## config.mk

```make
export PLATFORM = sky130hd
export DESIGN_NAME = cp0_tick_timer
export DESIGN_NICKNAME = d
export VERILOG_FILES = /design/src/rtl/cp0t_pkg.sv /design/src/rtl/cp0t_count_reg.sv /design/src/rtl/cp0t_irq_route.sv /design/src/rtl/cp0_tick_timer.sv
export SDC_FILE = /design/constraint.sdc
export NUM_CORES = 1
export LEC_CHECK = 0
export BUFFER_PORTS_ARGS = -buffer_cell sky130_fd_sc_hd__buf_2
export CORE_ASPECT_RATIO = 1.75
export CORE_UTILIZATION = 25
export DETAILED_ROUTE_END_ITERATION = 12
export PLACE_DENSITY_LB_ADDON = 0.15
export SLEW_MARGIN = 20
export SYNTH_ARGS = -nofsm -noshare
export SYNTH_HDL_FRONTEND = slang
export SYNTH_SLANG_ARGS = --single-unit
```

## constraint.sdc

```tcl
create_clock -name clk -period 5.25 [get_ports clk]
set_clock_uncertainty 0.1 [all_clocks]
set_input_delay 0.525 -clock clk [delete_from_list [all_inputs] [get_ports clk]]
set_output_delay 0.525 -clock clk [all_outputs]
set_load 0.02 [all_outputs]
```

## src/rtl/cp0t_pkg.sv

```systemverilog
// Shared constants for the count/compare timer.
// Assumes a single-bit register select on the software port.
package cp0t_pkg;
    localparam logic SEL_COUNT = 1'b0;
    localparam logic SEL_CMP   = 1'b1;
endpackage

```

## src/rtl/cp0t_count_reg.sv

```systemverilog
// Count register with tick advance, freeze, software load and match detect.
// Assumes: load has priority over a tick; match is a single-cycle pulse
// computed against the incremented value and the stored compare value.
module cp0t_count_reg #(
    parameter int unsigned    DATA_W      = 32,
    parameter logic [DATA_W-1:0] RESET_COUNT = 1
) (
    input  logic              clk,
    input  logic              rst_n,
    input  logic              tick_en,
    input  logic              freeze,
    input  logic              load,
    input  logic [DATA_W-1:0] load_val,
    input  logic [DATA_W-1:0] cmp_val,
    output logic [DATA_W-1:0] count_q,
    output logic              match
);
    logic              step;
    logic [DATA_W-1:0] count_inc;

    // Decide whether this cycle advances and what the advanced value is.
    always_comb begin
        step      = tick_en && !freeze;
        count_inc = count_q + {{(DATA_W-1){1'b0}}, 1'b1};
        match     = step && !load && (count_inc == cmp_val);
    end

    // Hold, load or advance the count.
    always_ff @(posedge clk) begin
        if (!rst_n)     count_q <= RESET_COUNT;
        else if (load)  count_q <= load_val;
        else if (step)  count_q <= count_inc;
    end
endmodule

```

## src/rtl/cp0t_irq_route.sv

```systemverilog
// Per-line interrupt state and timer-pending status flag.
// Assumes: clear (compare write) beats set (match); only the routed line moves.
module cp0t_irq_route #(
    parameter int unsigned N_LINES = 8,
    localparam int unsigned ROUTE_W = $clog2(N_LINES)
) (
    input  logic               clk,
    input  logic               rst_n,
    input  logic [ROUTE_W-1:0] route,
    input  logic               set_evt,
    input  logic               clr_evt,
    input  logic               rev2_en,
    output logic [N_LINES-1:0] lines_q,
    output logic               ti_q
);
    for (genvar i = 0; i < N_LINES; i++) begin : g_line
        logic hit;
        // Is this line the one currently routed?
        always_comb hit = (route == ROUTE_W'(i));

        // Set on a routed match, drop on a routed acknowledge.
        always_ff @(posedge clk) begin
            if (!rst_n)                lines_q[i] <= 1'b0;
            else if (hit && clr_evt)   lines_q[i] <= 1'b0;
            else if (hit && set_evt)   lines_q[i] <= 1'b1;
        end
    end

    // Status flag follows set/clear only when the revision-2 feature is on.
    always_ff @(posedge clk) begin
        if (!rst_n)                   ti_q <= 1'b0;
        else if (rev2_en && clr_evt)  ti_q <= 1'b0;
        else if (rev2_en && set_evt)  ti_q <= 1'b1;
    end
endmodule

```

## src/rtl/cp0_tick_timer.sv

```systemverilog
// Count/compare timer top: compare register, register port decode,
// registered read mux, counter and interrupt routing.
// Assumes one register access per cycle and read latency of one cycle.
module cp0_tick_timer #(
    parameter int unsigned DATA_W  = 32,
    parameter int unsigned N_LINES = 8,
    localparam int unsigned ROUTE_W = $clog2(N_LINES)
) (
    input  logic               clk,
    input  logic               rst_n,
    input  logic               tick_en,
    input  logic               count_freeze,
    input  logic               rev2_en,
    input  logic [ROUTE_W-1:0] irq_route,
    input  logic               reg_sel,
    input  logic               reg_we,
    input  logic [DATA_W-1:0]  reg_wdata,
    output logic [DATA_W-1:0]  reg_rdata,
    output logic [N_LINES-1:0] irq_lines,
    output logic               ti_flag
);
    import cp0t_pkg::*;

    logic              count_wr;
    logic              cmp_wr;
    logic              match;
    logic [DATA_W-1:0] count_q;
    logic [DATA_W-1:0] cmp_q;

    // Decode the register port strobes.
    always_comb begin
        count_wr = reg_we && (reg_sel == SEL_COUNT);
        cmp_wr   = reg_we && (reg_sel == SEL_CMP);
    end

    cp0t_count_reg #(.DATA_W(DATA_W), .RESET_COUNT(DATA_W'(1))) u_count (
        .clk     (clk),
        .rst_n   (rst_n),
        .tick_en (tick_en),
        .freeze  (count_freeze),
        .load    (count_wr),
        .load_val(reg_wdata),
        .cmp_val (cmp_q),
        .count_q (count_q),
        .match   (match)
    );

    // Compare register, reset to zero.
    always_ff @(posedge clk) begin
        if (!rst_n)      cmp_q <= '0;
        else if (cmp_wr) cmp_q <= reg_wdata;
    end

    cp0t_irq_route #(.N_LINES(N_LINES)) u_route (
        .clk    (clk),
        .rst_n  (rst_n),
        .route  (irq_route),
        .set_evt(match),
        .clr_evt(cmp_wr),
        .rev2_en(rev2_en),
        .lines_q(irq_lines),
        .ti_q   (ti_flag)
    );

    // Registered read of the selected register's pre-update value.
    always_ff @(posedge clk) begin
        if (!rst_n)                  reg_rdata <= '0;
        else if (reg_sel == SEL_CMP) reg_rdata <= cmp_q;
        else                         reg_rdata <= count_q;
    end
endmodule

```

==> results.txt <==
The flow ran to the end, and the final reports show no timing, DRC or antenna violations. The number of flops mapped to enable cells by yosys came out at 0. The main combinational cell family by area after synthesis is simple AND/OR/NAND/NOR gates. The post-detailed-placement half-perimeter wirelength came out at 12700 µm. The wire length per cell after detailed routing came out at 16.7 µm. Of all nets on the critical path, the largest fanout is 8. The number of optimization iterations in the first detailed-route pass is 4.

The global-route usage over all layers is 15.4%. Entering global routing, the biggest net connects 65 pins. The startpoint identified for the worst register-to-register timing path is u_count.count_q[0].

The number of synthesized register bits is 105. STA classifies the critical path startpoint as a flop. The post-synthesis cell area is 5630 µm².

The number of antenna violations at the first check in global routing is 0. The buffers inserted during post-CTS setup optimization came out at 0. The post-synthesis cell type count is 58.

The portion of total power attributed to the clock network came out at 37.5%. The switching power of the nets came out at 506 µW. The worst hold path begins at rev2_en.

The aggregate routed wire length came out at 17100 µm. The max-slew violation count came out at 0. 83 I/O pins were placed. In the synthesized netlist, the cells that appear most often are dfxtp_1, nand2_1, nor2_1. The arrival time at the worst endpoint came out at 3.49 ns. The synthesized netlist devotes 15.0% of its cell area to compound gates. After routing, the total negative slack on setup checks comes to 0 ns.

The via count of the routed design came out at 4972. The library cell occupying the most area in the post-synthesis netlist is dfxtp_1. The top achievable clock speed came out at 0.303 GHz. TritonCTS built the clock tree. The number of hold-slack violations in the final timing report came out at 0.

Of the cells placed in the final design, the portion with a size suffix greater than 1 is 16.3%. The worst path needs 3.30 ns of the cycle, external delays included. The clock buffer count from CTS came out at 9. The effective utilization at floorplan is 25.5%. The number of input and output port buffers inserted came out at 82. The leakage power came out at 0.00236 µW. The number of routed nets with antenna violations came out at 0. The area share of fa/ha/maj cells after synthesis came out at 0.222%. The worst-case setup margin in the final layout came out at 1.95 ns.

The hold buffer count at CTS is 0. The total grt overflow is 0. The cell row count came out at 72. Summing internal, switching and leakage power gives 1840 µW. The combinational cell fraction of total power is 14.1%.

The number of warnings reported in the yosys synthesis log is 0. The number of levels the H-tree was split into came out at 3. In this run the tightest slew margin relative to its limit is 48.7%.

The core region is 22100 µm². Setup repair after global routing left no endpoint under its margin. The final RePlAce weighted congestion came out at 0.837. The synthesized net count is 732. The XOR/XNOR share of the synthesized area is 10.1%.

The proportion of synthesized flip-flops having asynchronous set or reset is 0%. The post-synthesis cell count came out at 689. Of the total power, the share spent switching nets is 27.5%.

Of the post-synthesis cell area, the dominant cell type holds 37.3%. At the later pin of the worst-skew pair, clock insertion delay measures 0.36 ns. In the post-synthesis netlist, the biggest area contributors are dfxtp_1, xnor2_1, nand2_1. The tree is rooted in a clkbuf_16.

The class of the tightest hold or removal check is in -> reg. The most common cell in the netlist is dfxtp_1. At the placement stage, the worst setup path has a slack of 1.99 ns. The part of the Yosys area used for sequential elements came out at 37.3%. The worst path uses 62.9% of the clock period. The number of inserted filler cells in the final layout came out at 2419. From bottom edge to top edge, the die measures 200 µm.

The violation count after the first detailed-route iteration came out at 244. The maximum number of buffers from clock root to sink came out at 2. The largest vdd supply drop came out at 145 µV. The via count of the first global-routing pass came out at 4988.

Relative to the synthesized area, the layout overhead comes to 15.2%. The number of max-cap violations is 0. The path depth of the worst reg2reg path came out at 8.

Each instance of the synthesized netlist takes up on average 8.17 µm². The number of vias per cell came out at 4.85. The required time at the worst-slack endpoint came out at 5.43 ns. The most used flip-flop cell after synthesis is dfxtp_1. Summing the areas of all and, or, nand and nor instances in the mapped netlist gives 26.2% of the synthesized area.

The cell internal power dissipation is 1330 µW. The number of diodes added for antenna fixing came out at 0. The die area is 23100 µm². Tracing the worst setup path back leads to its startpoint at u_count.count_q[0]. The first-pass GRT wire length is 27200 µm. The worst hold path stage count is 2.

The smallest hold slack is 0.288 ns. The number of nets at the end of the flow is 769. From left edge to right edge, the die measures 115 µm. In the routed design, unresolved DRC markers number 0. The count of final setup violators is 0.

At the pin with the least slew margin, the transition time is 0.763 ns. The power per cell area came out at 284 nW/µm². STA classifies the critical path endpoint as a flop. The clock slew at the register clock pins of the worst setup and hold paths is 0.07 ns.

The critical path class is reg -> reg. The proportion of power drawn by flip-flops and latches came out at 48.4%. The clock sink count came out at 105. The quantity of gates resized following cts came out at 0. The post-synthesis mux area share is 5.89%.
metal layers:
layer / track usage [%] / share of wire, % / routed length, µm
met2: 28.3 / 54 / 9210
met4: 7.24 / 3.3 / 564
met3: 2.26 / 2.9 / 500
met5: 0 / 0 / 0
met1: 16.7 / 40 / 6820
state kept, by name (all words and copies together) (netlist names):
register,flops
u_route.ti_q,1
u_count.count_q,32
reg_rdata,32
u_route.lines_q,8
cmp_q,32
cell usage in the layout, fill, tap and decap left out, types with 11 or more instances in the layout:
cell / netlist / final
xor2_1: 22 / 22
dfxtp_1: 105 / 105
buf_2: 15 / 82
nor2_1: 76 / 76
nand3_1: 19 / 19
nand4_1: 25 / 25
nor3_1: 14 / 14
mux2i_1: 32 / 32
a211oi_1: 24 / 24
o21ai_0: 12 / 12
a21oi_1: 40 / 40
or3_1: 11 / 11
nor4_1: 11 / 11
nand2_1: 92 / 92
xnor2_1: 43 / 43
power groups by stage:
stage	clock [µW]	sequential (µW)	combinational, µW
after CTS	712	890	264
after global routing	744	897	285
final	689	891	259
after global placement	0	907	262
after floorplan	0	887	199
after detailed placement	0	909	262
final cells by class:
type                    instances  area, µm²  area share, %
clock inverters                 3       40.0          0.618
well taps                     296        370           5.71
inverters                       6       22.5          0.347
multi-input cells             516       3240           49.9
repair buffers                 88        455           7.03
clock buffers                  12        256           3.96
flip-flops and latches        105       2100           32.4
critical path, cell delays in order (launching register included):
cell and delay (ns):
dfxtp_1 0.52, ha_1 0.39, nand4_1 0.27, nor4_2 0.72, xnor2_1 0.21, nand4_1 0.17
nor4_4 0.38, nand4_1 0.26, o21ai_1 0.21
worst paths after layout:
kind / end / slack [ns]
max: u_route.lines_q[3] / 1.95
min: u_route.ti_q / 0.29
max reg2reg: u_route.lines_q[3] / 1.95
min reg2reg: cmp_q[15] / 0.38
logic make-up after synthesis:
logic type	after synthesis
adders and majority gates	1
xor gates and xnor gates	65
buffers and inverters	68
AOI/OAI and AO/OA	123
and+or+nand+nor	294
muxes	33
DFF	105
through the flow:
step                cell area, µm²  instances  utilization (%)
floorplan                     5630        689                -
global placement              6190       1011             28.0
detailed placement            6190       1011             28.0
CTS                           6480       1026             29.4
global route                  6480       1026             29.4
finish                        6480       1026             29.4
No activity file was read; power rests on OpenSTA's default activity.
